### config.mk
export PLATFORM = sky130hd
export DESIGN_NAME = cell_hec_stage
export DESIGN_NICKNAME = d
export VERILOG_FILES = /design/src/rtl/hec_pkg.sv /design/src/rtl/cell_pos_tracker.sv /design/src/rtl/hec_crc_acc.sv /design/src/rtl/hec_ctrl_regs.sv /design/src/rtl/cell_hec_stage.sv
export SDC_FILE = /design/constraint.sdc
export NUM_CORES = 1
export LEC_CHECK = 0
export ABC_AREA = 1
export ABC_CLOCK_PERIOD_IN_PS = 2200
export CORE_UTILIZATION = 37
export DETAILED_ROUTE_END_ITERATION = 16
export PLACE_DENSITY_LB_ADDON = 0.1
export SLEW_MARGIN = 10
export SYNTH_ARGS = -nofsm -noshare
export SYNTH_HDL_FRONTEND = slang
export SYNTH_HIERARCHICAL = 1
export SYNTH_SLANG_ARGS = --single-unit
### constraint.sdc
create_clock -name clk -period 2.2 [get_ports clk]
set_input_delay 0.55 -clock clk [delete_from_list [all_inputs] [get_ports clk]]
set_output_delay 0.55 -clock clk [all_outputs]
set_load 0.1 [all_outputs]
### src/rtl/hec_pkg.sv
package hec_pkg;
  typedef enum logic [1:0] {KIND_USER = 2'd0, KIND_OAM = 2'd1, KIND_IDLE = 2'd2} cell_kind_e;

  localparam logic [7:0] HEC_POLY  = 8'h07;
  localparam logic [7:0] HEC_COSET = 8'h55;
  localparam logic [7:0] PAT_HI    = 8'h55;
  localparam logic [7:0] PAT_LO    = 8'hAA;

  // control word bit positions
  localparam int CB_SCRAM  = 7;
  localparam int CB_COSET  = 6;
  localparam int CB_INS    = 5;
  localparam int CB_PAT    = 4;
  localparam int CB_GFC    = 3;
  localparam int CB_IE     = 2;
  localparam int CB_IDLE   = 1;
  localparam int CB_STAT   = 0;
  localparam logic [7:0] CTRL_RST = 8'hF2;

  // one byte of CRC-8, MSB first
  function automatic logic [7:0] crc8_step(input logic [7:0] crc, input logic [7:0] d);
    logic [7:0] c;
    c = crc ^ d;
    for (int i = 0; i < 8; i++) c = c[7] ? ((c << 1) ^ HEC_POLY) : (c << 1);
    return c;
  endfunction

  function automatic logic [7:0] hec_finish(input logic [7:0] crc, input logic coset_en,
                                           input logic corrupt);
    return crc ^ (coset_en ? HEC_COSET : 8'h00) ^ {7'd0, corrupt};
  endfunction
endpackage

### src/rtl/cell_pos_tracker.sv
module cell_pos_tracker
  import hec_pkg::*;
#(
  parameter int CELL_LEN = 53,
  localparam int PW = $clog2(CELL_LEN)
) (
  input  logic          clk,
  input  logic          rst_n,
  input  logic          acc,
  input  logic          sop,
  input  cell_kind_e    kind,
  output logic [PW-1:0] pos,
  output cell_kind_e    cur_kind,
  output logic          is_last
);
  logic [PW-1:0] cnt_q;
  cell_kind_e    kind_q;

  assign pos      = sop ? '0 : cnt_q;
  assign cur_kind = sop ? kind : kind_q;
  assign is_last  = (pos == PW'(CELL_LEN - 1));

  always_ff @(posedge clk or negedge rst_n) begin
    if (!rst_n) begin
      cnt_q  <= '0;
      kind_q <= KIND_USER;
    end else if (acc) begin
      cnt_q  <= is_last ? '0 : pos + 1'b1;
      kind_q <= cur_kind;
    end
  end
endmodule

### src/rtl/hec_crc_acc.sv
module hec_crc_acc
  import hec_pkg::*;
#(
  parameter int HDR_LEN = 4,
  parameter int PW      = 6
) (
  input  logic          clk,
  input  logic          rst_n,
  input  logic          acc,
  input  logic [PW-1:0] pos,
  input  logic [7:0]    data,
  output logic [7:0]    crc
);
  logic [7:0] crc_q;
  logic       in_hdr;

  assign in_hdr = (pos < PW'(HDR_LEN));
  assign crc    = crc_q;

  always_ff @(posedge clk or negedge rst_n) begin
    if (!rst_n) crc_q <= '0;
    else if (acc && in_hdr) crc_q <= crc8_step((pos == '0) ? 8'h00 : crc_q, data);
  end
endmodule

### src/rtl/hec_ctrl_regs.sv
module hec_ctrl_regs
  import hec_pkg::*;
(
  input  logic       clk,
  input  logic       rst_n,
  input  logic       wr,
  input  logic       rd,
  input  logic [7:0] wdata,
  input  logic       err_set,
  output logic [7:0] ctrl,
  output logic       irq
);
  logic [7:1] cfg_q;
  logic       stat_q;
  logic       unused_wbit;

  assign unused_wbit = wdata[0];
  assign ctrl        = {cfg_q, stat_q};
  assign irq         = stat_q & cfg_q[CB_IE];

  always_ff @(posedge clk or negedge rst_n) begin
    if (!rst_n) begin
      cfg_q  <= CTRL_RST[7:1];
      stat_q <= CTRL_RST[0];
    end else begin
      if (wr) cfg_q <= wdata[7:1];
      if (err_set) stat_q <= 1'b1;
      else if (rd) stat_q <= 1'b0;
    end
  end

  p_status_set_r6: assert property (@(posedge clk) disable iff (!rst_n)
    err_set |=> stat_q);
  p_read_clear_r7: assert property (@(posedge clk) disable iff (!rst_n)
    rd && !err_set |=> !stat_q);
  p_wr_keeps_stat_r12: assert property (@(posedge clk) disable iff (!rst_n)
    wr && !rd && !err_set |=> stat_q == $past(stat_q));
endmodule

### src/rtl/cell_hec_stage.sv
module cell_hec_stage
  import hec_pkg::*;
#(
  parameter int CELL_LEN = 53,
  parameter int HDR_LEN  = 4,
  localparam int PW = $clog2(CELL_LEN)
) (
  input  logic       clk,
  input  logic       rst_n,
  input  logic       in_valid,
  output logic       in_ready,
  input  logic [7:0] in_data,
  input  logic       in_sop,
  input  logic [1:0] in_kind,
  output logic       out_valid,
  input  logic       out_ready,
  output logic [7:0] out_data,
  output logic       out_sop,
  output logic       cell_sent,
  input  logic       hec_corrupt,
  input  logic       cfg_wr,
  input  logic       cfg_rd,
  input  logic [7:0] cfg_wdata,
  output logic [7:0] cfg_rdata,
  output logic       irq
);
  logic          acc, at_slot, ins_on, ins_evt, pass_evt, dp_err, is_last, out_last;
  logic [PW-1:0] pos;
  cell_kind_e    cur_kind;
  logic [7:0]    crc, hec_val, exp_pat, byte_out, ctrl;

  assign in_ready = !out_valid || out_ready;
  assign acc      = in_valid && in_ready;

  cell_pos_tracker #(.CELL_LEN(CELL_LEN)) u_pos (
    .clk, .rst_n, .acc, .sop(in_sop), .kind(cell_kind_e'(in_kind)),
    .pos, .cur_kind, .is_last
  );

  hec_crc_acc #(.HDR_LEN(HDR_LEN), .PW(PW)) u_crc (
    .clk, .rst_n, .acc, .pos, .data(in_data), .crc
  );

  hec_ctrl_regs u_regs (
    .clk, .rst_n, .wr(cfg_wr), .rd(cfg_rd), .wdata(cfg_wdata),
    .err_set(dp_err), .ctrl, .irq
  );

  assign cfg_rdata = ctrl;
  assign at_slot   = (pos == PW'(HDR_LEN));
  assign ins_on    = (cur_kind == KIND_IDLE) ? ctrl[CB_IDLE] : ctrl[CB_INS];
  assign hec_val   = hec_finish(crc, ctrl[CB_COSET], hec_corrupt);
  assign ins_evt   = acc && at_slot && ins_on;
  assign pass_evt  = acc && at_slot && !ins_on;
  assign exp_pat   = ctrl[CB_PAT] ? PAT_HI : PAT_LO;
  assign dp_err    = acc && at_slot && (cur_kind == KIND_USER) && (in_data != exp_pat);
  assign byte_out  = ins_evt ? hec_val : in_data;

  always_ff @(posedge clk or negedge rst_n) begin
    if (!rst_n) begin
      out_valid <= 1'b0;
      out_data  <= '0;
      out_sop   <= 1'b0;
      out_last  <= 1'b0;
      cell_sent <= 1'b0;
    end else begin
      if (acc) begin
        out_valid <= 1'b1;
        out_data  <= byte_out;
        out_sop   <= (pos == '0);
        out_last  <= is_last;
      end else if (out_ready) begin
        out_valid <= 1'b0;
      end
      cell_sent <= out_valid && out_ready && out_last;
    end
  end

  p_hold_r11: assert property (@(posedge clk) disable iff (!rst_n)
    out_valid && !out_ready |=> out_valid && $stable(out_data) && $stable(out_sop));
  p_hec_slot_r1: assert property (@(posedge clk) disable iff (!rst_n)
    ins_evt |=> out_data == $past(hec_val));
  p_pass_slot_r3: assert property (@(posedge clk) disable iff (!rst_n)
    pass_evt |=> out_data == $past(in_data));
  p_pulse_one_r10: assert property (@(posedge clk) disable iff (!rst_n)
    cell_sent |=> !cell_sent);
endmodule

==> flow_metrics.py <==
metrics = {
    "worst_setup_path": {
        "critPathRequiredTime_ps": 2390,
        "max_stage_delay_ps": 250,
        "cp_cell_sequence": "dlymetal6s2s_1, buf_6, nor2_1, nor2_4, nand3_4, buf_6, nand2_4, xnor2_1, nand2_1, nand2_2, nand3_1, nand3_1, nand2_1",
        "cp.arrival_ps": 2120,
        "reg2reg_from": "u_pos/cnt_q[0]",
        "rrSetupSlack_ps": 310,
        "r2r_cells": 12,
        "critPathCaptureType": "flip-flop",
        "crit_path_start_kind": "primary input",
        "critPathSlowestCell": "nor2_1",
        "critical_path.max_fanout": 6,
        "critPathKind": "primary input to flip-flop",
        "rr_endpoint": "u_crc/crc[3]",
    },
    "cells_and_area": {
        "layout-drive-gt1-share_pct": 30.72,
        "seqCellArea_um2": 908.4,
        "area_delta_synth_final_pct": 41.08,
        "fin_nets": 458,
        "stdcell_count": 510,
        "post-route-util_pct": 54.67,
        "diodes": 0,
        "stdcell_area_um2": 3511,
        "multi_input_area_um2": 1456,
        "fillers": 601,
    },
    "power": {
        "p_per_area_nw_per_um2": 856.3,
        "p_leak_uw": 0.001826,
        "power_uw": 3007,
        "vdd_ir_drop_max_mv": 0.4934,
    },
    "clocking": {
        "cts_tree": "yes",
        "path_clk_slew_ps": 80,
        "htreeDepth": 2,
        "root_buffer": "clkbuf_8",
        "clk_latency_ps": 290,
        "cts_hold_buf": 0,
        "cts_buffer_depth": 2,
        "numCtsBuffers": 5,
        "numClockSinks": 36,
    },
    "floorplanning": {
        "die-area_um2": 7058,
        "die_w_um": 84.01,
        "die_h_um": 84.01,
        "io_pins": 47,
        "rows": 29,
        "initial_core_util_pct": 38.75,
        "core_um2": 6422,
    },
    "logic_synthesis": {
        "synth_seq_cells": 36,
        "avgSynthCellArea_um2": 7.090,
        "yosysSeqAreaShare_pct": 36.45,
        "yosys.cell_types.count": 32,
        "syn_inst": 351,
        "syn_area_um2": 2489,
        "synthesis.nets": 377,
        "synth_warnings": 6,
    },
    "timing": {
        "finalSetupViolCount": 0,
        "fin_crit_ps": 1930,
        "finalCritPeriodShare_pct": 87.74,
        "rsz0062_at_grt": "false",
        "fmax_mhz": 518.1,
        "hold_violations": 0,
        "clock-skew-final_ps": 9.022,
        "worst_pin_slew_ps": 448.9,
        "fin_setup_tns_ps": 0,
        "relSlewSlack_pct": 70.07,
        "slew_violations": 0,
    },
    "min_path": {
        "hold_path_class": "primary input to async pin",
    },
    "placement": {
        "placed_cell_area_um2": 3239,
        "numPortBuffers": 45,
        "dp_hpwl_mm": 4.723,
        "dp_cells": 497,
        "gp_congestion": 0.8576,
    },
    "drt": {
        "routed_via_density": 4.841,
        "drc": 4,
        "vias": 2469,
        "final_antenna_net_count": 0,
        "firstDrtPassIters": 10,
        "drt-total-wl_mm": 6.176,
        "drtIter0Drc": 141,
        "wire_per_inst_um": 12.11,
    },
    "global_routing": {
        "track_usage_pct": 19.30,
        "grt_pass1_wl_mm": 10.73,
        "grt_max_degree": 20,
        "antenna_found_initial": 0,
        "grt_pass1_vias": 2353,
        "grt_overflow_total": 0,
    },
    "flow_run": {
        "drv_cap": 0,
    },
    "run_status": {
        "violations": "DRC",
        "status": "complete, but fails checks",
    },
}
## flip-flops by register name, indices dropped and copies added (netlist names)
signal,count
u_regs/stat_q,1
u_pos/kind_q,2
out_last,1
out_valid,1
cell_sent,1
u_pos/cnt_q,6
u_crc/crc,8
out_data,8
u_regs/cfg_q,7
out_sop,1
## per-layer routing
| metal | vias to the layer above | track usage (%) | share of wire [%] |
|---|---|---|---|
| met4 | 0 | 7.994 | 2.5 |
| li1 | 1269 | - | - |
| met1 | 1141 | 25.23 | 47 |
| met2 | 45 | 31.22 | 47 |
| met3 | 14 | 3.660 | 4.0 |
| met5 | - | 0 | 0 |
## per-stage QoR
| stage | hold slack [ps] | setup WS [ps] |
|---|---|---|
| 6_report | 197.6 | 269.8 |
| 5_1_grt | 231.7 | 137.4 |
| 4_1_cts | 212.1 | 3.051 |
| 3_5_place_dp | 465.2 | -441.0 |
| 3_3_place_gp | 461.2 | -421.0 |
| 2_1_floorplan | 254.4 | 10.23 |
## area by class of cell
| cell class | instances | share of cell area, % |
|---|---|---|
| flip-flops and latches | 36 | 25.87 |
| multi-input cells | 263 | 41.48 |
| well taps | 77 | 2.744 |
| clock buffers | 8 | 2.851 |
| inverters | 44 | 4.847 |
| repair buffers | 82 | 22.20 |
## worst max-delay path, delay by kind of cell
| family | cells | cell delay [ps] |
|---|---|---|
| xor gates and xnor gates | 1 | 210 |
| and+or+nand+nor | 9 | 940 |
| buffers and inverters | 3 | 420 |
## worst max-delay path by stage
stage / startpoint / to / depth (start not counted)
finish: in_sop / u_crc/crc[3] / 13
global route: in_sop / u_crc/crc[4] / 14
CTS: in_sop / u_crc/crc[2] / 15
detailed placement: in_sop / u_crc/crc[2] / 17
global placement: in_sop / u_crc/crc[2] / 17
floorplan: u_regs/cfg_q[2] / irq / 2
## cell families (layout without fill, tap and decap cells)
group / Yosys count / count (layout) / share of synthesized area [%]
XOR/XNOR: 9 / 9 / 4.224
buffers and inverters: 53 / 134 / 9.854
AO/OA/AOI/OAI: 16 / 16 / 3.771
flip-flops: 36 / 36 / 36.45
AND/OR/NAND/NOR: 237 / 238 / 45.70
## Yosys cell counts
master      n  share of area (%)
o21ai_0     7                1.4
o21ai_1     4               0.80
inv_1      37                5.6
inv_2       6               0.90
xnor2_1     6                2.1
dfrtp_1    31                 31
inv_6       1               0.35
nand3_1    41                8.2
xor2_1      1               0.35
nor2_2      4                1.0
nand2_1   142                 21
nand2_4     4                1.8
dfstp_2     5                5.3
buf_6       3                1.4
o21ai_2     2               0.70
nand2_2    13                3.3
nor3_1      2               0.40
nand3_2     3                1.2
nand2_8     1               0.80
nand3_4     2                1.4
buf_8       1               0.60
nor2_1     11                1.7
xor2_2      1               0.65
nor2_4      2               0.90
nand4_1    11                2.8
buf_2       3               0.60
buf_4       1               0.30
o31ai_1     2               0.60
clkbuf_1    1               0.15
xor2_4      1                1.1
o22ai_1     1               0.25
nor2_8      1               0.80
## what timing repair did
action | 4_1_cts | 5_1_grt
setup endpoints to repair | 8 | 12
buffers inserted | 4 | 0
endpoints found under the hold margin | 0 | 0
cloned | 1 | 0
pin swaps | 4 | 10
gates resized for setup | 18 | 16
## cell usage in the layout (no fill, tap or decap), types with 3 or more instances in the layout
cell,instances
buf_12,7
buf_4,46
buf_6,5
clkbuf_8,7
clkdlybuf4s50_1,22
dfrtp_1,30
dfstp_2,5
inv_1,35
inv_2,8
nand2_1,131
nand2_2,19
nand2_4,9
nand3_1,39
nand3_2,5
nand3_4,3
nand4_1,11
nor2_1,10
nor2_4,5
o21ai_0,7
o21ai_1,4
xnor2_1,4
## power breakdown
group	total [µW]	switching [µW]	leakage, µW	internal (µW)
Combinational	1510	926	0.00133	583
Clock	525	239	0.0000515	286
Sequential	972	176	0.000442	796
Total	3010	1340	0.00183	1670
(Power assumes the default switching activity.)
